**src/rtl/msi_dbl_pkg.sv**
```systemverilog
package msi_dbl_pkg;

   localparam logic [7:0] ST_OK    = 8'h00;
   localparam logic [7:0] ST_HWERR = 8'hFF;
   localparam logic [7:0] ST_PARAM = 8'hFD;

   typedef enum logic [1:0] {
      KIND_NONE = 2'd0,
      KIND_MSI  = 2'd1,
      KIND_MSIX = 2'd2
   } msg_kind_e;

   typedef enum logic [2:0] {
      FN_PROBE    = 3'd0,
      FN_SET_ANY  = 3'd1,
      FN_RESTART  = 3'd2,
      FN_SET_MSI  = 3'd3,
      FN_SET_MSIX = 3'd4
   } chg_fn_e;

   function automatic msg_kind_e kind_of(input logic [2:0] fn);
      case (fn)
         FN_SET_ANY, FN_SET_MSI: kind_of = KIND_MSI;
         FN_SET_MSIX:            kind_of = KIND_MSIX;
         default:                kind_of = KIND_NONE;
      endcase
   endfunction

endpackage

```
**src/rtl/msi_slot_scan.sv**
```systemverilog
module msi_slot_scan #(
   parameter int SLOTS = 8,
   parameter int CFG_W = 32,
   parameter int CNT_W = 8,
   localparam int IDX_W = $clog2(SLOTS)
) (
   input  logic [CFG_W-1:0] cfg_tab [SLOTS],
   input  logic [CNT_W-1:0] cnt_tab [SLOTS],
   input  logic [CFG_W-1:0] key,
   output logic             hit,
   output logic [IDX_W-1:0] hit_idx,
   output logic             free_ok,
   output logic [IDX_W-1:0] free_idx
);

   // Ordered scan: stops at the first empty entry.
   always_comb begin
      logic stop;
      stop     = 1'b0;
      hit      = 1'b0;
      hit_idx  = '0;
      free_ok  = 1'b0;
      free_idx = '0;
      for (int i = 0; i < SLOTS; i++) begin
         if (!stop) begin
            if (cnt_tab[i] == '0) begin
               stop     = 1'b1;
               free_ok  = 1'b1;
               free_idx = IDX_W'(i);
            end else if (!hit && cfg_tab[i] == key) begin
               hit     = 1'b1;
               hit_idx = IDX_W'(i);
            end
         end
      end
   end

endmodule

```
**src/rtl/msi_msg_gen.sv**
```systemverilog
module msi_msg_gen #(
   parameter int          SLOTS    = 8,
   parameter int          CNT_W    = 8,
   parameter int          MSG_W    = 32,
   parameter logic [31:0] WIN_BASE = 32'h8000_0000,
   localparam int         IDX_W    = $clog2(SLOTS)
) (
   input  logic             clk,
   input  logic             rst_n,
   input  logic             start,
   input  logic [IDX_W-1:0] start_slot,
   input  logic             start_multi,
   input  logic [CNT_W-1:0] start_count,
   output logic             active,
   output logic [CNT_W-1:0] idx,
   output logic [MSG_W-1:0] addr
);

   logic [IDX_W-1:0] slot_q;
   logic [CNT_W-1:0] last_q;

   always_ff @(posedge clk) begin
      if (!rst_n) begin
         active <= 1'b0;
         idx    <= '0;
         slot_q <= '0;
         last_q <= '0;
      end else if (start) begin
         active <= 1'b1;
         idx    <= '0;
         slot_q <= start_slot;
         last_q <= start_multi ? start_count - 1'b1 : '0;
      end else if (active) begin
         if (idx == last_q) active <= 1'b0;
         else               idx    <= idx + 1'b1;
      end
   end

   always_comb begin
      addr = MSG_W'(WIN_BASE) | (MSG_W'(slot_q) << 16) | (MSG_W'(idx) << 2);
   end

endmodule

```
**src/rtl/msi_doorbell_dec.sv**
```systemverilog
module msi_doorbell_dec #(
   parameter int  SLOTS = 8,
   parameter int  CNT_W = 8,
   parameter int  IRQ_W = 16,
   parameter int  WIN_W = 19,
   localparam int IDX_W = $clog2(SLOTS)
) (
   input  logic             clk,
   input  logic             rst_n,
   input  logic             db_valid,
   input  logic [WIN_W-1:0] db_addr,
   input  logic [IRQ_W-1:0] db_data,
   input  logic [CNT_W-1:0] cnt_tab  [SLOTS],
   input  logic [IRQ_W-1:0] base_tab [SLOTS],
   output logic             irq_pulse,
   output logic [IRQ_W-1:0] irq_num
);

   logic [IDX_W-1:0] slot;
   logic [IRQ_W-1:0] vec;
   logic             live;
   wire              unused_lsb = ^db_addr[1:0];

   assign slot = db_addr[WIN_W-1:16];
   assign vec  = IRQ_W'(db_addr[15:2]) | db_data;
   assign live = (cnt_tab[slot] != '0);

   always_ff @(posedge clk) begin
      if (!rst_n) begin
         irq_pulse <= 1'b0;
         irq_num   <= '0;
      end else begin
         irq_pulse <= db_valid && live;
         if (db_valid && live) irq_num <= base_tab[slot] + vec;
      end
   end

endmodule

```
**src/rtl/msi_doorbell_table.sv**
```systemverilog
module msi_doorbell_table
   import msi_dbl_pkg::*;
#(
   parameter int          SLOTS     = 8,
   parameter int          CFG_W     = 32,
   parameter int          CNT_W     = 8,
   parameter int          IRQ_W     = 16,
   parameter int          MSG_W     = 32,
   parameter int          WIN_W     = $clog2(SLOTS) + 16,
   parameter logic [31:0] WIN_BASE  = 32'h8000_0000,
   parameter int          IRQ_FIRST = 'h1000,
   parameter int          IRQ_LIMIT = 'h1040
) (
   input  logic             clk,
   input  logic             rst_n,
   input  logic             cmd_valid,
   output logic             cmd_ready,
   input  logic             cmd_query,
   input  logic [2:0]       cmd_func,
   input  logic [CFG_W-1:0] cmd_cfg,
   input  logic [CNT_W-1:0] cmd_count,
   input  logic [31:0]      cmd_seq,
   input  logic [IRQ_W-1:0] cmd_vec,
   output logic             rsp_valid,
   output logic [7:0]       rsp_status,
   output logic [CNT_W-1:0] rsp_count,
   output logic [31:0]      rsp_seq,
   output logic [1:0]       rsp_type,
   output logic [IRQ_W-1:0] rsp_irq,
   output logic             rsp_edge,
   output logic             msg_valid,
   output logic [CNT_W-1:0] msg_index,
   output logic [MSG_W-1:0] msg_addr,
   input  logic             db_valid,
   input  logic [WIN_W-1:0] db_addr,
   input  logic [IRQ_W-1:0] db_data,
   output logic             irq_pulse,
   output logic [IRQ_W-1:0] irq_num
);

   localparam int IDX_W = $clog2(SLOTS);
   localparam int SUM_W = IRQ_W + 1;

   // ---------------- elaboration checks ----------------
   if (SLOTS < 2 || (1 << IDX_W) != SLOTS) begin : g_bad_slots
      $error("SLOTS must be a power of two of at least 2");
   end
   if (WIN_W != IDX_W + 16) begin : g_bad_win
      $error("WIN_W must equal log2(SLOTS)+16");
   end
   if (IRQ_W < 14 || IRQ_W > 31) begin : g_bad_irq
      $error("IRQ_W must lie in 14..31");
   end
   if (CNT_W < 1 || CNT_W > 14) begin : g_bad_cnt
      $error("CNT_W must lie in 1..14");
   end
   if (MSG_W < WIN_W || MSG_W > 32) begin : g_bad_msg
      $error("MSG_W must cover the window and fit 32 bits");
   end
   if (IRQ_LIMIT < IRQ_FIRST || IRQ_LIMIT >= (1 << IRQ_W)) begin : g_bad_lim
      $error("IRQ_LIMIT out of range");
   end

   // ---------------- table storage ----------------
   logic [CFG_W-1:0] cfg_tab  [SLOTS];
   logic [CNT_W-1:0] cnt_tab  [SLOTS];
   logic [IRQ_W-1:0] base_tab [SLOTS];
   logic [IRQ_W-1:0] next_base;

   logic             accept;
   logic             tab_wr;
   logic [IDX_W-1:0] tab_idx;

   for (genvar g = 0; g < SLOTS; g++) begin : g_slot
      always_ff @(posedge clk) begin
         if (!rst_n) begin
            cfg_tab[g]  <= '0;
            cnt_tab[g]  <= '0;
            base_tab[g] <= '0;
         end else if (accept && tab_wr && tab_idx == IDX_W'(g)) begin
            cfg_tab[g]  <= cmd_cfg;
            cnt_tab[g]  <= cmd_count;
            base_tab[g] <= next_base;
         end
      end
   end

   always_ff @(posedge clk) begin
      if (!rst_n)                next_base <= IRQ_W'(IRQ_FIRST);
      else if (accept && tab_wr) next_base <= next_base + IRQ_W'(cmd_count);
   end

   // ---------------- lookup ----------------
   logic             hit, free_ok;
   logic [IDX_W-1:0] hit_idx, free_idx;

   msi_slot_scan #(.SLOTS(SLOTS), .CFG_W(CFG_W), .CNT_W(CNT_W)) u_scan (
      .cfg_tab (cfg_tab),
      .cnt_tab (cnt_tab),
      .key     (cmd_cfg),
      .hit     (hit),
      .hit_idx (hit_idx),
      .free_ok (free_ok),
      .free_idx(free_idx)
   );

   // ---------------- command decision ----------------
   msg_kind_e        kind;
   logic [SUM_W-1:0] new_sum;
   logic             room;
   logic             en_ok;
   logic [7:0]       d_status;
   logic [IRQ_W-1:0] d_irq;
   logic             d_edge;
   logic [IDX_W-1:0] gen_slot;
   logic             gen_active;

   assign kind      = kind_of(cmd_func);
   assign new_sum   = {1'b0, next_base} + SUM_W'(cmd_count);
   assign room      = new_sum <= SUM_W'(IRQ_LIMIT);
   assign cmd_ready = !gen_active;
   assign accept    = cmd_valid && cmd_ready;

   always_comb begin
      d_status = ST_HWERR;
      d_irq    = '0;
      d_edge   = 1'b0;
      en_ok    = 1'b0;
      tab_wr   = 1'b0;
      tab_idx  = free_idx;
      gen_slot = hit_idx;
      if (cmd_query) begin
         if (hit) begin
            d_status = ST_OK;
            d_irq    = base_tab[hit_idx] + cmd_vec;
            d_edge   = 1'b1;
         end
      end else if (kind == KIND_NONE) begin
         d_status = ST_PARAM;
      end else if (cmd_count == '0) begin
         if (hit) d_status = ST_OK;
      end else if (hit) begin
         en_ok = (cnt_tab[hit_idx] == cmd_count);
      end else if (free_ok && room) begin
         en_ok    = 1'b1;
         tab_wr   = 1'b1;
         gen_slot = free_idx;
      end
      if (en_ok) d_status = ST_OK;
   end

   always_ff @(posedge clk) begin
      if (!rst_n) begin
         rsp_valid  <= 1'b0;
         rsp_status <= '0;
         rsp_count  <= '0;
         rsp_seq    <= '0;
         rsp_type   <= '0;
         rsp_irq    <= '0;
         rsp_edge   <= 1'b0;
      end else begin
         rsp_valid <= accept;
         if (accept) begin
            rsp_status <= d_status;
            rsp_count  <= en_ok ? cmd_count : '0;
            rsp_seq    <= en_ok ? cmd_seq + 32'd1 : '0;
            rsp_type   <= en_ok ? kind : KIND_NONE;
            rsp_irq    <= d_irq;
            rsp_edge   <= d_edge;
         end
      end
   end

   // ---------------- address streaming ----------------
   msi_msg_gen #(.SLOTS(SLOTS), .CNT_W(CNT_W), .MSG_W(MSG_W), .WIN_BASE(WIN_BASE)) u_gen (
      .clk        (clk),
      .rst_n      (rst_n),
      .start      (accept && en_ok),
      .start_slot (gen_slot),
      .start_multi(kind == KIND_MSIX),
      .start_count(cmd_count),
      .active     (gen_active),
      .idx        (msg_index),
      .addr       (msg_addr)
   );
   assign msg_valid = gen_active;

   // ---------------- doorbell ----------------
   msi_doorbell_dec #(.SLOTS(SLOTS), .CNT_W(CNT_W), .IRQ_W(IRQ_W), .WIN_W(WIN_W)) u_db (
      .clk      (clk),
      .rst_n    (rst_n),
      .db_valid (db_valid),
      .db_addr  (db_addr),
      .db_data  (db_data),
      .cnt_tab  (cnt_tab),
      .base_tab (base_tab),
      .irq_pulse(irq_pulse),
      .irq_num  (irq_num)
   );

endmodule

```
**config.mk**
```make
export PLATFORM = sky130hd
export DESIGN_NAME = msi_doorbell_table
export DESIGN_NICKNAME = d
export VERILOG_FILES = /design/src/rtl/msi_dbl_pkg.sv /design/src/rtl/msi_slot_scan.sv /design/src/rtl/msi_msg_gen.sv /design/src/rtl/msi_doorbell_dec.sv /design/src/rtl/msi_doorbell_table.sv
export SDC_FILE = /design/constraint.sdc
export NUM_CORES = 2
export LEC_CHECK = 0
export ABC_AREA = 1
export BUFFER_PORTS_ARGS = -buffer_cell sky130_fd_sc_hd__buf_2
export CELL_PAD_IN_SITES_DETAIL_PLACEMENT = 1
export CELL_PAD_IN_SITES_GLOBAL_PLACEMENT = 1
export CORE_ASPECT_RATIO = 1.5
export CORE_MARGIN = 1
export CORE_UTILIZATION = 36
export CTS_BUF_LIST = sky130_fd_sc_hd__clkbuf_8
export CTS_CLUSTER_SIZE = 30
export DETAILED_ROUTE_END_ITERATION = 10
export GPL_TIMING_DRIVEN = 1
export HOLD_SLACK_MARGIN = 0.06
export PLACE_DENSITY = 0.79
export SYNTH_ARGS = -nofsm -noshare
export SYNTH_HDL_FRONTEND = slang
export SYNTH_SLANG_ARGS = --single-unit
```
**constraint.sdc**
```tcl
create_clock -name clk -period 5.1 [get_ports clk]
set_clock_uncertainty 0.2 [all_clocks]
set_input_delay 0.51 -clock clk [delete_from_list [all_inputs] [get_ports clk]]
set_output_delay 0.51 -clock clk [all_outputs]
set_load 0.1 [all_outputs]
```
==> results.md <==
* Outcome: finished, violations left
* Failing checks: negative setup slack
* Largest family of logic cells by synthesized area: simple AND/OR/NAND/NOR gates
* Row Count at 131
* Gpl congestion at 0.964
* DR iter-0 viols at 1582
* Final Setup Violations at 2
* First-pass GRT wire length at 193 mm
* Drc violations at 0
* Most common cell on crit path: nand2_1
* Post-Synth XOR/XNOR Area at 4.54%
* Max clock buf depth at 3
* Worst R2R End: rsp_irq[14]
* Simple logic cell fraction of the synthesized area at 23.6%
* Detailed Route WL at 128 mm
* EDFF count, synth at 0
* Post-route ant nets at 0
* CTS tree: done
* Share of cells above drive strength 1 at 21.9%
* Total CTS buffers at 95
* Multiplexer share of the synthesized area at 0.0325%
* Pins Over Slew Limit at 0
* Power density cells at 258 nW/µm²
* Worst r2r src: cnt_tab[58]
* Logic pwr share at 14.3%
* Port bufs at 234
* Drt wl/cell at 20.5 µm
* DIE WIDTH at 241 µm
* Yosys reg bits at 563
* Num Clock Sinks at 563
* Post-synth ARST share at 0%
* Reg clk slew, reported paths at 60 ps
* Root buf cell: clkbuf_8
* Leakage power at 0.0163 µW
* Via density at 5.40
* Adder-cell share of the synthesized area at 2.02%
* 1st-pass router iterations at 5
* Main synth FF type: dfxtp_1
* Final period util at 102%
* Initial Util at 36.3%
* GRT overflow at 0
* Reg2reg setup slack at -80 ps
* Area contributors post-synth: dfxtp_1 37%, nand2_1 11%, a21oi_1 9.3%
* Sw frac at 29.8%
* Int Pwr at 7110 µW
* Power share of the clock group at 41.7%
* Top-count cell post-synth: nand2_1
* Die Ht at 360 µm
* Slew HR at 28.8%
* Die area at 86900 µm²
* Crit path max fanout at 4
* Critical Path RT at 5480 ps
* Fmax at 193 MHz
* Yosys warns at 0
* Vias in the first global route at 35324
* Final hold violations at 0
* PnR Total Power at 10100 µW
* Reg power frac at 43.9%
* Final Critical Period at 5180 ps
* Arr. time, crit path at 5560 ps
* Seq/Total Area, Yosys at 36.5%
* Hold Startpoint: rst_n
* Psw at 3020 µW
* Vias after detailed routing at 33828
* Synth-to-Final Area Change at 27.4%
* Ports at 258
* H-tree levels at 3
* Post-Syn Area at 30800 µm²
* Fin Hold WS at 71.0 ps
* Pin count of the biggest net entering global routing at 189
* Hpwl dp at 87.3 mm
* Share of the synthesized area in the top cell type at 36.5%
* Slack of the critical path at -80.5 ps
* CP max stage delay at 340 ps
* Leading area contributor after synthesis: dfxtp_1
* Crit-path slowest cell: fa_2
* CP Launch Type: register
* Max-cap violations at 0
* Skew-Pair Late Insertion Delay at 740 ps
* Worst-Margin Slew at 1050 ps
* Critical path class: reg2reg
* Hold Crit Depth at 3
* Post-synth top cells: 919 x nand2_1, 573 x a21oi_1, 563 x dfxtp_1
* Unique masters post-synth at 62
* Nets@finish at 5228
* FF-to-FF path depth at 34
* Worst hold path type: in2reg
* Syn avg cell area at 6.87 µm²
* Hold endpoint: base_tab[3]
* RSZ-0062 raised after global routing: yes
* VDD IR max at 201 µV
* Post-synthesis compound-gate area fraction at 21.5%
* Core Footprint at 84900 µm²
* Post-Synthesis Cells at 4486
* Crit. End Element: register
* GRT Util Overall at 28.2%
* Initial antenna violation count at 11
-- worst max path at each step --
stage	start	end	slack (ps)	cells past startpoint
finish	cnt_tab[58]	rsp_irq[14]	-80	34
global route	cfg_tab[44]	rsp_irq[14]	-370	36
CTS	cnt_tab[57]	rsp_irq[14]	7	34
detailed placement	cmd_cfg[29]	rsp_irq[15]	-840	36
global placement	cmd_cfg[29]	rsp_irq[14]	-710	37
floorplan	cmd_cfg[10]	rsp_irq[14]	-20	35
-- cells by family after synthesis --
| family | count (synthesis) |
|---|---|
| buffers and inverters | 845 |
| adders and majority gates | 48 |
| xor gates and xnor gates | 160 |
| AOI/OAI and AO/OA | 1222 |
| and+or+nand+nor | 1645 |
| DFF | 563 |
| other | 2 |
| muxes | 1 |
-- sequential cells by signal, summed over array words and instances, names as in the netlist, 2 cells and up --
name	cells
u_gen.slot_q	3
next_base	16
rsp_seq	32
rsp_status	2
rsp_type	2
rsp_irq	16
u_gen.last_q	8
cnt_tab	64
base_tab	128
u_db.irq_num	16
cfg_tab	256
u_gen.idx	8
rsp_count	8
-- final cells by class --
| class | instances | area, µm² |
|---|---|---|
| Clock buffer | 126 | 1730 |
| Timing Repair Buffer | 766 | 5960 |
| Fill cell | 10987 | 45600 |
| Inverter | 525 | 1990 |
| Tap cell | 1130 | 1410 |
| Clock inverter | 47 | 219 |
| Sequential cell | 563 | 11300 |
| Multi-Input combinational cell | 3098 | 16700 |
| Antenna cell | 5 | 12.5 |
-- per-layer routing --
| layer | track usage [%] | share of wire [%] |
|---|---|---|
| met5 | 0 | 0.073 |
| met4 | 18.4 | 6.3 |
| met3 | 4.18 | 4.9 |
| met2 | 51.8 | 52 |
| met1 | 29.5 | 37 |
-- power by group through the flow --
stage | Combinational, µW | Sequential, µW | Clock, µW
finish | 1450 | 4450 | 4230
floorplan | 730 | 4660 | 0
global route | 1540 | 4450 | 4470
global placement | 1300 | 4550 | 0
detailed placement | 1330 | 4550 | 0
CTS | 1410 | 4450 | 4290
-- metrics by stage --
step	worst slack (ps)	area [µm²]	TNS, ps	util, %	cells
floorplan	-23.9	30900	-23.9	-	4505
global placement	-707	35200	-3320	41.5	5933
detailed placement	-840	35200	-5130	41.5	5933
CTS	6.55	38600	0	45.4	6230
global route	-366	39300	-1190	46.3	6259
finish	-80.5	39300	-105	46.3	6260
-- layout by cell type, fill, tap and decap left out, types with 116 or more instances in the layout --
master,instances
inv_1,503
buf_2,233
a21oi_1,563
dfxtp_1,544
dlygate4sd3_1,116
clkbuf_8,126
o21ai_0,445
nor2_1,235
buf_4,374
nand2_1,893
nand3_1,159
-- critical path, delay by kind of cell, from the launching register on --
kind                     cells  cell delay [ps]
AO/OA/AOI/OAI               10             1200
adder cells (fa/ha/maj)      2              490
buffers and inverters        6              740
AND/OR/NAND/NOR             16             2030
flip-flops                   1              330
-- timing repair --
action / CTS / global route
buffers inserted: 8 / 23
hold buffers: 116 / 0
gates cloned: 0 / 3
resized for setup: 48 / 137
pin swaps: 12 / 76
endpoints found under the setup margin: 5 / 26
hold endpoints to repair: 168 / 0
(Power assumes the default switching activity.)
